==> src/rtl/tl2axi_pkg.sv <==
package tl2axi_pkg;

  localparam logic [2:0] OP_PUT_FULL = 3'd0;
  localparam logic [2:0] OP_PUT_PART = 3'd1;
  localparam logic [2:0] OP_GET      = 3'd4;

  localparam logic [2:0] OP_ACK      = 3'd0;
  localparam logic [2:0] OP_ACK_DATA = 3'd1;

  localparam logic [2:0] B_WAIT_MAX  = 3'd7;

  typedef struct packed {
    logic qPush;   // enqueue an address entry this cycle
    logic qWrite;  // the entry being pushed is a write
    logic rWins;   // D channel carries R this cycle
  } ctrlStrobe_t;

endpackage

==> src/rtl/tl2axi_ctrl.sv <==
module tl2axi_ctrl
  import tl2axi_pkg::*;
#(
  parameter int SIZE_W   = 3,
  parameter int BYTE_LOG = 2
) (
  input  logic              clk,
  input  logic              rstN,
  input  logic              stall,
  input  logic              aValid,
  input  logic [2:0]        aOpcode,
  input  logic [SIZE_W-1:0] aSize,
  input  logic              qReady,
  input  logic              wReady,
  input  logic              rValid,
  input  logic              rLast,
  input  logic              bValid,
  input  logic              dReady,
  output logic              aReady,
  output logic              wValid,
  output logic              wLast,
  output logic [7:0]        beatsM1,
  output logic              rReady,
  output logic              bReady,
  output logic              dValid,
  output ctrlStrobe_t       strobe
);

  logic       isPut, isGet, wFire, addrDone;
  logic [7:0] beatCnt;
  logic [2:0] bDelay;
  logic       rHolds;

  assign isPut = (aOpcode == OP_PUT_FULL) || (aOpcode == OP_PUT_PART);
  assign isGet = (aOpcode == OP_GET);

  always_comb begin
    beatsM1 = '0;
    if (aSize > SIZE_W'(BYTE_LOG))
      beatsM1 = 8'((9'd1 << (aSize - SIZE_W'(BYTE_LOG))) - 9'd1);
  end

  // Request side
  assign wLast  = (beatCnt == beatsM1);
  assign wValid = !stall && aValid && isPut && (addrDone || qReady);
  assign aReady = !stall && (isPut ? ((addrDone || qReady) && wReady)
                                   : (isGet && qReady));
  assign wFire  = wValid && wReady;

  assign strobe.qPush  = !stall && aValid && qReady &&
                         (isGet || (isPut && !addrDone && wReady));
  assign strobe.qWrite = isPut;

  always_ff @(posedge clk) begin
    if (!rstN) begin
      beatCnt  <= '0;
      addrDone <= 1'b0;
    end else if (wFire) begin
      if (wLast) begin
        beatCnt  <= '0;
        addrDone <= 1'b0;
      end else begin
        beatCnt  <= beatCnt + 8'd1;
        addrDone <= 1'b1;
      end
    end
  end

  // Response side
  assign strobe.rWins = (rValid && bDelay != B_WAIT_MAX) || rHolds;
  assign rReady = dReady && strobe.rWins;
  assign bReady = dReady && !strobe.rWins;
  assign dValid = strobe.rWins ? rValid : bValid;

  always_ff @(posedge clk) begin
    if (!rstN) begin
      bDelay <= '0;
      rHolds <= 1'b0;
    end else begin
      if (bValid && bReady)                        bDelay <= '0;
      else if (bValid && bDelay != B_WAIT_MAX)     bDelay <= bDelay + 3'd1;
      if (rValid && rReady)                        rHolds <= !rLast;
    end
  end

  AST_ADDR_ONCE: assert property (@(posedge clk) disable iff (!rstN)
    (wValid && wReady && !wLast) |=> !strobe.qPush);

  AST_HOLD_BURST: assert property (@(posedge clk) disable iff (!rstN)
    (rValid && rReady && !rLast) |=> !bReady);

  AST_STARVE_WIN: assert property (@(posedge clk) disable iff (!rstN)
    (bValid && dReady && !rHolds && bDelay == B_WAIT_MAX) |-> bReady);

endmodule

==> src/rtl/tl2axi_dp.sv <==
module tl2axi_dp
  import tl2axi_pkg::*;
#(
  parameter int ADDR_W   = 32,
  parameter int DATA_W   = 32,
  parameter int ID_W     = 4,
  parameter int SIZE_W   = 3,
  parameter int DEPTH    = 2,
  parameter int BYTE_LOG = 2
) (
  input  logic                clk,
  input  logic                rstN,
  input  ctrlStrobe_t         strobe,
  output logic                qReady,
  input  logic [ID_W-1:0]     aSource,
  input  logic [ADDR_W-1:0]   aAddr,
  input  logic [SIZE_W-1:0]   aSize,
  input  logic [7:0]          axLen,
  input  logic [DATA_W-1:0]   aData,
  input  logic [DATA_W/8-1:0] aMask,
  output logic                arValid,
  input  logic                arReady,
  output logic [ID_W-1:0]     arId,
  output logic [ADDR_W-1:0]   arAddr,
  output logic [7:0]          arLen,
  output logic [2:0]          arSize,
  output logic                awValid,
  input  logic                awReady,
  output logic [ID_W-1:0]     awId,
  output logic [ADDR_W-1:0]   awAddr,
  output logic [7:0]          awLen,
  output logic [2:0]          awSize,
  output logic [DATA_W-1:0]   wData,
  output logic [DATA_W/8-1:0] wStrb,
  input  logic [ID_W-1:0]     rId,
  input  logic [DATA_W-1:0]   rData,
  input  logic [1:0]          rResp,
  input  logic [ID_W-1:0]     bId,
  input  logic [1:0]          bResp,
  output logic [2:0]          dOpcode,
  output logic [ID_W-1:0]     dSource,
  output logic [DATA_W-1:0]   dData,
  output logic                dDenied
);

  localparam int PTR_W = (DEPTH > 1) ? $clog2(DEPTH) : 1;
  localparam int CNT_W = $clog2(DEPTH + 1);

  typedef struct packed {
    logic              wen;
    logic [ID_W-1:0]   id;
    logic [ADDR_W-1:0] addr;
    logic [7:0]        len;
    logic [2:0]        size;
  } addrEnt_t;

  addrEnt_t   slots [DEPTH];
  addrEnt_t   newEnt, head;
  logic [PTR_W-1:0] wrPtr, rdPtr;
  logic [CNT_W-1:0] count;
  logic       notEmpty, pop;

  assign newEnt.wen  = strobe.qWrite;
  assign newEnt.id   = aSource;
  assign newEnt.addr = aAddr;
  assign newEnt.len  = axLen;
  assign newEnt.size = (aSize > SIZE_W'(BYTE_LOG)) ? 3'(BYTE_LOG) : 3'(aSize);

  for (genvar g = 0; g < DEPTH; g++) begin : gSlot
    always_ff @(posedge clk) begin
      if (strobe.qPush && wrPtr == PTR_W'(g)) slots[g] <= newEnt;
    end
  end

  assign head     = slots[rdPtr];
  assign notEmpty = (count != '0);
  assign qReady   = (count < CNT_W'(DEPTH));
  assign pop      = notEmpty && (head.wen ? awReady : arReady);

  always_ff @(posedge clk) begin
    if (!rstN) begin
      wrPtr <= '0;
      rdPtr <= '0;
      count <= '0;
    end else begin
      if (strobe.qPush)
        wrPtr <= (wrPtr == PTR_W'(DEPTH - 1)) ? '0 : wrPtr + PTR_W'(1);
      if (pop)
        rdPtr <= (rdPtr == PTR_W'(DEPTH - 1)) ? '0 : rdPtr + PTR_W'(1);
      count <= count + CNT_W'(strobe.qPush) - CNT_W'(pop);
    end
  end

  assign arValid = notEmpty && !head.wen;
  assign awValid = notEmpty &&  head.wen;
  assign arId = head.id;  assign arAddr = head.addr;
  assign arLen = head.len; assign arSize = head.size;
  assign awId = head.id;  assign awAddr = head.addr;
  assign awLen = head.len; assign awSize = head.size;

  assign wData = aData;
  assign wStrb = aMask;

  assign dOpcode = strobe.rWins ? OP_ACK_DATA : OP_ACK;
  assign dSource = strobe.rWins ? rId : bId;
  assign dData   = strobe.rWins ? rData : '0;
  assign dDenied = strobe.rWins ? (rResp != 2'b00) : (bResp != 2'b00);

  AST_NO_OVERFLOW: assert property (@(posedge clk) disable iff (!rstN)
    strobe.qPush |-> (count < CNT_W'(DEPTH)));

  AST_AR_HOLD: assert property (@(posedge clk) disable iff (!rstN)
    (arValid && !arReady) |=> (arValid && $stable(arAddr)));

  AST_AW_HOLD: assert property (@(posedge clk) disable iff (!rstN)
    (awValid && !awReady) |=> (awValid && $stable(awAddr)));

endmodule

==> src/rtl/tl2axi_bridge.sv <==
module tl2axi_bridge
  import tl2axi_pkg::*;
#(
  parameter int ADDR_W = 32,
  parameter int DATA_W = 32,
  parameter int ID_W   = 4,
  parameter int SIZE_W = 3,
  parameter int QDEPTH = 2
) (
  input  logic                clk,
  input  logic                rstN,
  input  logic                stall,
  input  logic                aValid,
  output logic                aReady,
  input  logic [2:0]          aOpcode,
  input  logic [SIZE_W-1:0]   aSize,
  input  logic [ID_W-1:0]     aSource,
  input  logic [ADDR_W-1:0]   aAddr,
  input  logic [DATA_W-1:0]   aData,
  input  logic [DATA_W/8-1:0] aMask,
  output logic                arValid,
  input  logic                arReady,
  output logic [ID_W-1:0]     arId,
  output logic [ADDR_W-1:0]   arAddr,
  output logic [7:0]          arLen,
  output logic [2:0]          arSize,
  output logic                awValid,
  input  logic                awReady,
  output logic [ID_W-1:0]     awId,
  output logic [ADDR_W-1:0]   awAddr,
  output logic [7:0]          awLen,
  output logic [2:0]          awSize,
  output logic                wValid,
  input  logic                wReady,
  output logic [DATA_W-1:0]   wData,
  output logic [DATA_W/8-1:0] wStrb,
  output logic                wLast,
  input  logic                rValid,
  output logic                rReady,
  input  logic [ID_W-1:0]     rId,
  input  logic [DATA_W-1:0]   rData,
  input  logic [1:0]          rResp,
  input  logic                rLast,
  input  logic                bValid,
  output logic                bReady,
  input  logic [ID_W-1:0]     bId,
  input  logic [1:0]          bResp,
  output logic                dValid,
  input  logic                dReady,
  output logic [2:0]          dOpcode,
  output logic [ID_W-1:0]     dSource,
  output logic [DATA_W-1:0]   dData,
  output logic                dDenied
);

  localparam int BYTE_LOG = $clog2(DATA_W / 8);

  ctrlStrobe_t strobe;
  logic        qReady;
  logic [7:0]  beatsM1;

  tl2axi_ctrl #(.SIZE_W(SIZE_W), .BYTE_LOG(BYTE_LOG)) u_ctrl (
    .clk(clk), .rstN(rstN), .stall(stall),
    .aValid(aValid), .aOpcode(aOpcode), .aSize(aSize),
    .qReady(qReady), .wReady(wReady),
    .rValid(rValid), .rLast(rLast), .bValid(bValid), .dReady(dReady),
    .aReady(aReady), .wValid(wValid), .wLast(wLast), .beatsM1(beatsM1),
    .rReady(rReady), .bReady(bReady), .dValid(dValid), .strobe(strobe)
  );

  tl2axi_dp #(
    .ADDR_W(ADDR_W), .DATA_W(DATA_W), .ID_W(ID_W), .SIZE_W(SIZE_W),
    .DEPTH(QDEPTH), .BYTE_LOG(BYTE_LOG)
  ) u_dp (
    .clk(clk), .rstN(rstN), .strobe(strobe), .qReady(qReady),
    .aSource(aSource), .aAddr(aAddr), .aSize(aSize), .axLen(beatsM1),
    .aData(aData), .aMask(aMask),
    .arValid(arValid), .arReady(arReady), .arId(arId), .arAddr(arAddr),
    .arLen(arLen), .arSize(arSize),
    .awValid(awValid), .awReady(awReady), .awId(awId), .awAddr(awAddr),
    .awLen(awLen), .awSize(awSize),
    .wData(wData), .wStrb(wStrb),
    .rId(rId), .rData(rData), .rResp(rResp), .bId(bId), .bResp(bResp),
    .dOpcode(dOpcode), .dSource(dSource), .dData(dData), .dDenied(dDenied)
  );

endmodule

==> config.mk <==
export PLATFORM = sky130hd
export DESIGN_NAME = tl2axi_bridge
export DESIGN_NICKNAME = d
export VERILOG_FILES = /design/src/rtl/tl2axi_pkg.sv /design/src/rtl/tl2axi_ctrl.sv /design/src/rtl/tl2axi_dp.sv /design/src/rtl/tl2axi_bridge.sv
export SDC_FILE = /design/constraint.sdc
export NUM_CORES = 1
export LEC_CHECK = 0
export BUFFER_PORTS_ARGS = -buffer_cell sky130_fd_sc_hd__buf_2
export CAP_MARGIN = 20
export CELL_PAD_IN_SITES_DETAIL_PLACEMENT = 0
export CELL_PAD_IN_SITES_GLOBAL_PLACEMENT = 1
export CORE_AREA = 3 3 130 132
export DETAILED_ROUTE_END_ITERATION = 6
export DIE_AREA = 0 0 133 135
export HOLD_SLACK_MARGIN = 0.15
export PLACE_DENSITY_LB_ADDON = 0.1
export SLEW_MARGIN = 20
export SYNTH_ARGS = -nofsm -noshare
export SYNTH_HDL_FRONTEND = slang
export SYNTH_SLANG_ARGS = --single-unit
==> constraint.sdc <==
create_clock -name clk -period 6.1 [get_ports clk]
set_input_delay 0 -clock clk [delete_from_list [all_inputs] [get_ports clk]]
set_output_delay 0 -clock clk [all_outputs]
set_load 0.02 [all_outputs]
======== After elaboration in Yosys (flattened, before gate mapping) ========
Memories as Yosys holds them, arrays and structs flattened. A register that Yosys moved wholly into a read port is not among the register bits.
Index checks and enable logic that the tools add are counted.
operators by class
  $add $sub $neg .......................... 8
  $lt $le $gt $ge ......................... 2
  equality and inequality tests ........... 4
  shift-type cells ........................ 1
  multiplexer cells ....................... 22
  bitwise logic cells ..................... 2
  reduce and logical (&&, ||, !) cells .... 37
operators by type and width
  cell                   number
  $mux W48               1
  $reduce_or A48 Y1      1
  $mux W32               1
  $logic_and A1 B1 Y1    22
  $mux W1                16
  $mux W8                2
  $add A8 B1 Y8 const B  1
  $eq A8 B8 Y1           1
  $shl A1 B3 Y8 const A  1
  $sub A8 B1 Y8 const B  1
  $reduce_bool A2 Y1     3
  $logic_not A1 Y1       5
  $logic_or A1 B1 Y1     4
  $mux W4                1
  $add A3 B1 Y3 const B  1
  $eq A3 B1 Y1 const B   1
  $eq A3 B3 Y1 const B   1
  $gt A3 B2 Y1 const B   1
  $logic_not A3 Y1       1
  $mux W3                1
  $ne A3 B3 Y1 const B   1
  $sub A3 B2 Y3 const B  1
  $add A1 B1 Y1 const B  2
  $add A2 B1 Y2          1
  other kinds (4)        5
word-level totals
  register bits ........................... 17
  RAM bits ................................ 96
  input port bits ......................... 133
  output and inout port bits .............. 178
  word-level logic and storage cells ...... 84
  memories kept ........................... 1
memory list
  name        words  width  read ports  clocked after memory_dff  write ports  RTL line         RTL
  u_dp.slots  2      48     1           1                         1            tl2axi_dp.sv:57  addrEnt_t slots [DEPTH];

======== Logic depth before layout (Yosys ltp) ========
  depth in word-level cells ............... 11
  gate-level depth with buffers ........... 14
  mapped depth without buffers ............ 10

======== Hierarchy ========
Synthesis repeated with hierarchy kept, for this count alone.
second synthesis, totals
  cells, all modules ...................... 458
  area, all modules ....................... 5778.0 um2
by module, submodules not included
  module       instances  cells each  area each (um2)  seq. area each (um2)
  tl2axi_dp    1          309         4650.7           2982.9
  tl2axi_ctrl  1          149         1127.3           260.2

======== Worst setup path before layout ========
Ideal clock, no wire load.
  path type ............................... reg-to-reg
  start ................................... register u_ctrl.addrDone
  end ..................................... memory u_dp.slots[0][0] in the netlist's numbering, enable pin
  setup time .............................. 0.459 ns
  data arrival time ....................... 2.831 ns
  slack ................................... 2.809 ns
  stages on the path, launching flop included .. 4
  buffers on the path ..................... 0
  path through ............................ dfxtp_1 -> o21ai_0 -> and2_1 -> nor2b_1
RTL lines
  what                      RTL line           RTL
  start: declaration        tl2axi_ctrl.sv:29  logic isPut, isGet, wFire, addrDone;
  start signal: assignment  tl2axi_ctrl.sv:57  addrDone <= 1'b0;
  start signal: assignment  tl2axi_ctrl.sv:61  addrDone <= 1'b0;
  start signal: assignment  tl2axi_ctrl.sv:64  addrDone <= 1'b1;
  end: declaration          tl2axi_dp.sv:57

======== Final worst setup path ========
  start ................................... input port aSize[1]
  end ..................................... output port wLast
between the ends
  longest elaborated chain between the ends .. 5
  elaborated cells on any way between the ends .. 6
  classes of those cells .................. 2 x add/sub; 1 x order compare; 1 x eq/ne; 1 x shift; 1 x mux
ends and longest elaborated chain
  what                RTL line             RTL
  start: declaration  tl2axi_bridge.sv:16  input logic [SIZE_W-1:0] aSize,
  $sub A3 B2 Y3       tl2axi_ctrl.sv:40    beatsM1 = 8'((9'd1 << (aSize - SIZE_W'(BYTE_LOG))) - 9'd1);
  $shl A1 B3 Y8       tl2axi_ctrl.sv:40
  $sub A8 B1 Y8       tl2axi_ctrl.sv:40
  $mux W8 *           tl2axi_ctrl.sv:39    if (aSize > SIZE_W'(BYTE_LOG))
  net beatsM1[6]      tl2axi_bridge.sv:60  logic [7:0] beatsM1;
  $eq A8 B8 Y1 *      tl2axi_ctrl.sv:44    assign wLast = (beatCnt == beatsM1);
  end: declaration    tl2axi_bridge.sv:37  output logic wLast,
The timed path passes the listed nets; every way through them passes the cells marked *.

==> flow_summary.yaml <==
timing:
  rsz0062_at_grt: "no"
  tightest_slew_ns: 0.8173
  timing.final.max_slew_violations: 0
  period_needed_ns: 3.581
  slew_headroom_pct: 45.51
  period_share_pct: 58.71
  fmax_mhz: 279.2
  finalSetupTns_ns: 0
  holdWs_ns: 0.2835
  finalHoldViolations: 0
  fin_skew_ns: 0.006389
  setup_violations: 0
floorplanning:
  start_util_pct: 36.69
  die_y_microns: 135
  die_area_sq_um: 17960
  ioPinCount: 311
  core-area_sq_um: 15830
  rows: 46
  die_w_microns: 133
clock_network:
  tritoncts.num_buffers: 17
  htree_num_levels: 4
  clk_path_buf_depth: 2
  cts_root_buffer: "clkbuf_16"
  cts_tree: "done"
  post_cts_buffers: 0
  ctsResizeCount: 0
  clock_latency_ns: 0.40
  cts_hold_buf: 84
  cts_num_sinks: 114
placement:
  gp_congestion: 0.7584
  place_inst: 810
  hpwlAfterDp_microns: 9697
  dpl_cell_area_sq_um: 6563
  portBuffers: 236
drt:
  wirelength_microns: 13980
  wl_per_cell_microns: 15.10
  via_per_inst: 4.577
  vias: 4238
  antenna_left: 0
  firstDrtPassIters: 4
  drc: 0
  drt_iter0_markers: 173
synth:
  synthFlopType: "edfxtp_1"
  synth_largest_area_cell: "edfxtp_1"
  synth_xor_area_share_pct: 1.034
  syn-cell-area_sq_um: 5807
  ys_seq_area_share_pct: 55.85
  synthMuxAreaShare_pct: 10.80
  synthAdderAreaFrac_pct: 1.508
  async_flop_share_pct: 0
  synth_top_area_share_pct: 49.64
  ys_top_cells_by_area: "edfxtp_1, buf_4, mux2_2"
  ys_ff_latch: 114
  yosys.cell_count.top_type: "edfxtp_1"
  synth-edff-count: 96
  ys_top_cells_by_count: "edfxtp_1, buf_4, mux2_2, and2_1"
  synth_cell_types: 53
  synth_compound_area_share_pct: 6.313
  syn_avg_cell_area_sq_um: 12.65
  yosysWarningCount: 0
  synth_top_family_by_area: "buffers and inverters"
  syn_inst: 459
  synthSimpleGateAreaFrac_pct: 11.12
outcome:
  outcome: "complete, no violations"
cells_and_area:
  diodes: 0
  regArea_sq_um: 3244
  nets: 837
  syn2layout_area_growth_pct: 38.53
  multi_input_area_sq_um: 1810
  fin_cells: 926
  final_cell_area_sq_um: 8044
  final_core_util_pct: 50.82
  drive_gt1_share_pct: 47.18
  fill_cells: 1397
power:
  power.density_nw_per_um2: 315.6
  p_leak_nw: 3.321
  vdd_drop_max_v: 0.0001827
hold_path:
  hold_path_class: "primary input to output port"
  whs_path_depth: 3
  hp-start: "stall"
  min_to: "aReady"
flow_run:
  drv_cap: 0
setup_path:
  r2r-start: "u_ctrl.bDelay[0]$_SDFFE_PP0P_"
  cp-start-kind: "primary input"
  timing.rr.end: "u_ctrl.rHolds$_SDFFE_PN0P_"
  critPathSlowestCell: "ha_1"
  critPathArrivalTime_ns: 3.58
  cp-end-kind: "output port"
  worstPathMaxFanout: 16
  reg2reg_slack_ns: 3.08
  r2r_cells: 8
  crit_required_ns: 6.10
  max_stage_delay_ns: 0.57
  cp_cell_sequence: "dlygate4sd3_1 -> buf_2 -> inv_1 -> ha_1 -> nand3b_1 -> ha_1 -> or4_4 -> a31oi_4 -> xor2_2 -> nor2_1 -> and3b_1 -> buf_2"
  path_class: "primary input to output port"
global_routing:
  track_usage_pct: 15.36
  antenna_found_initial: 0
  grt_pass1_vias: 4224
  grt.overflow.total: 0
  grt_pass1_wl_microns: 21490
  grt_start_max_net_pins: 49
==> flip-flops by register name, summed over array words and instances (netlist names), named ones only <==
| name | cells |
|---|---|
| u_dp.slots | 96 |
| u_ctrl.bDelay | 3 |
| u_ctrl.addrDone | 1 |
| u_ctrl.rHolds | 1 |
| u_ctrl.beatCnt | 8 |
| u_dp.count | 2 |
| u_dp.wrPtr | 1 |
| u_dp.rdPtr | 1 |
==> cell families after synthesis <==
group                    count (synthesis)
AO/OA/AOI/OAI                           50
adder cells (fa/ha/maj)                  7
XOR/XNOR                                 6
flip-flops                             114
AND/OR/NAND/NOR                        109
multiplexers                            56
buffers and inverters                  116
other                                    1
==> area by class of cell <==
type | instances | area share (%)
Clock buffer | 17 | 5.289
Sequential cell | 114 | 40.33
Tap cell | 216 | 3.360
Inverter | 9 | 0.4200
Timing Repair Buffer | 323 | 25.42
Multi-Input combinational cell | 232 | 22.51
Clock inverter | 15 | 2.675
==> worst max-delay path: cells and delay by family <==
family,cells,cell delay (ns)
compound gates,1,0.21
xor+xnor,1,0.13
simple gates,4,1.19
fa+ha+maj,2,0.93
buf+inv,4,1.10
==> worst max path at each step <==
stage / from / end / slack (ns) / depth (start not counted)
2_1_floorplan: stall / u_dp.slots[0][0]$_DFFE_PP_ / 2.81 / 4
3_3_place_gp: aSize[1] / u_ctrl.beatCnt[2]$_SDFFE_PN0P_ / 3.10 / 11
3_5_place_dp: aSize[1] / u_ctrl.beatCnt[4]$_SDFFE_PN0P_ / 3.00 / 11
4_1_cts: aSize[1] / wLast / 2.51 / 12
5_1_grt: aSize[1] / wLast / 2.21 / 12
6_report: aSize[1] / wLast / 2.52 / 12
==> through the flow <==
stage,power [W],worst slack (ns)
after floorplan,0.001359,2.809
after global placement,0.001442,3.103
final,0.002539,2.519
after detailed placement,0.001446,3.001
after global routing,0.002647,2.211
after CTS,0.002576,2.510
==> power by group <==
group          leakage, nW  total (W)  switching, W  internal, W
combinational         2.01   0.000611      0.000363     0.000248
clock                0.300    0.00105      0.000333     0.000720
sequential            1.01   0.000875    0.00000861     0.000866
==> cell usage in the layout (no fill, tap or decap), types with 8 or more instances in the layout <==
cell | netlist | final
o21ai_0 | 14 | 14
and2_1 | 38 | 38
dfxtp_1 | 18 | 17
dlygate4sd3_1 | 0 | 84
nor2_1 | 18 | 18
nor3_1 | 8 | 8
inv_1 | 9 | 9
edfxtp_1 | 96 | 96
clkbuf_16 | 0 | 17
buf_2 | 6 | 236
mux2_2 | 53 | 53
a21oi_1 | 9 | 9
==> layer usage <==
layer	vias to the layer above	share of wire [%]	track usage [%]
met1	1975	39	16.64
li1	2046	-	-
met3	17	6.7	4.173
met4	0	1.3	4.619
met5	-	0	0
met2	200	53	29.12
No activity file was read; power rests on OpenSTA's default activity.
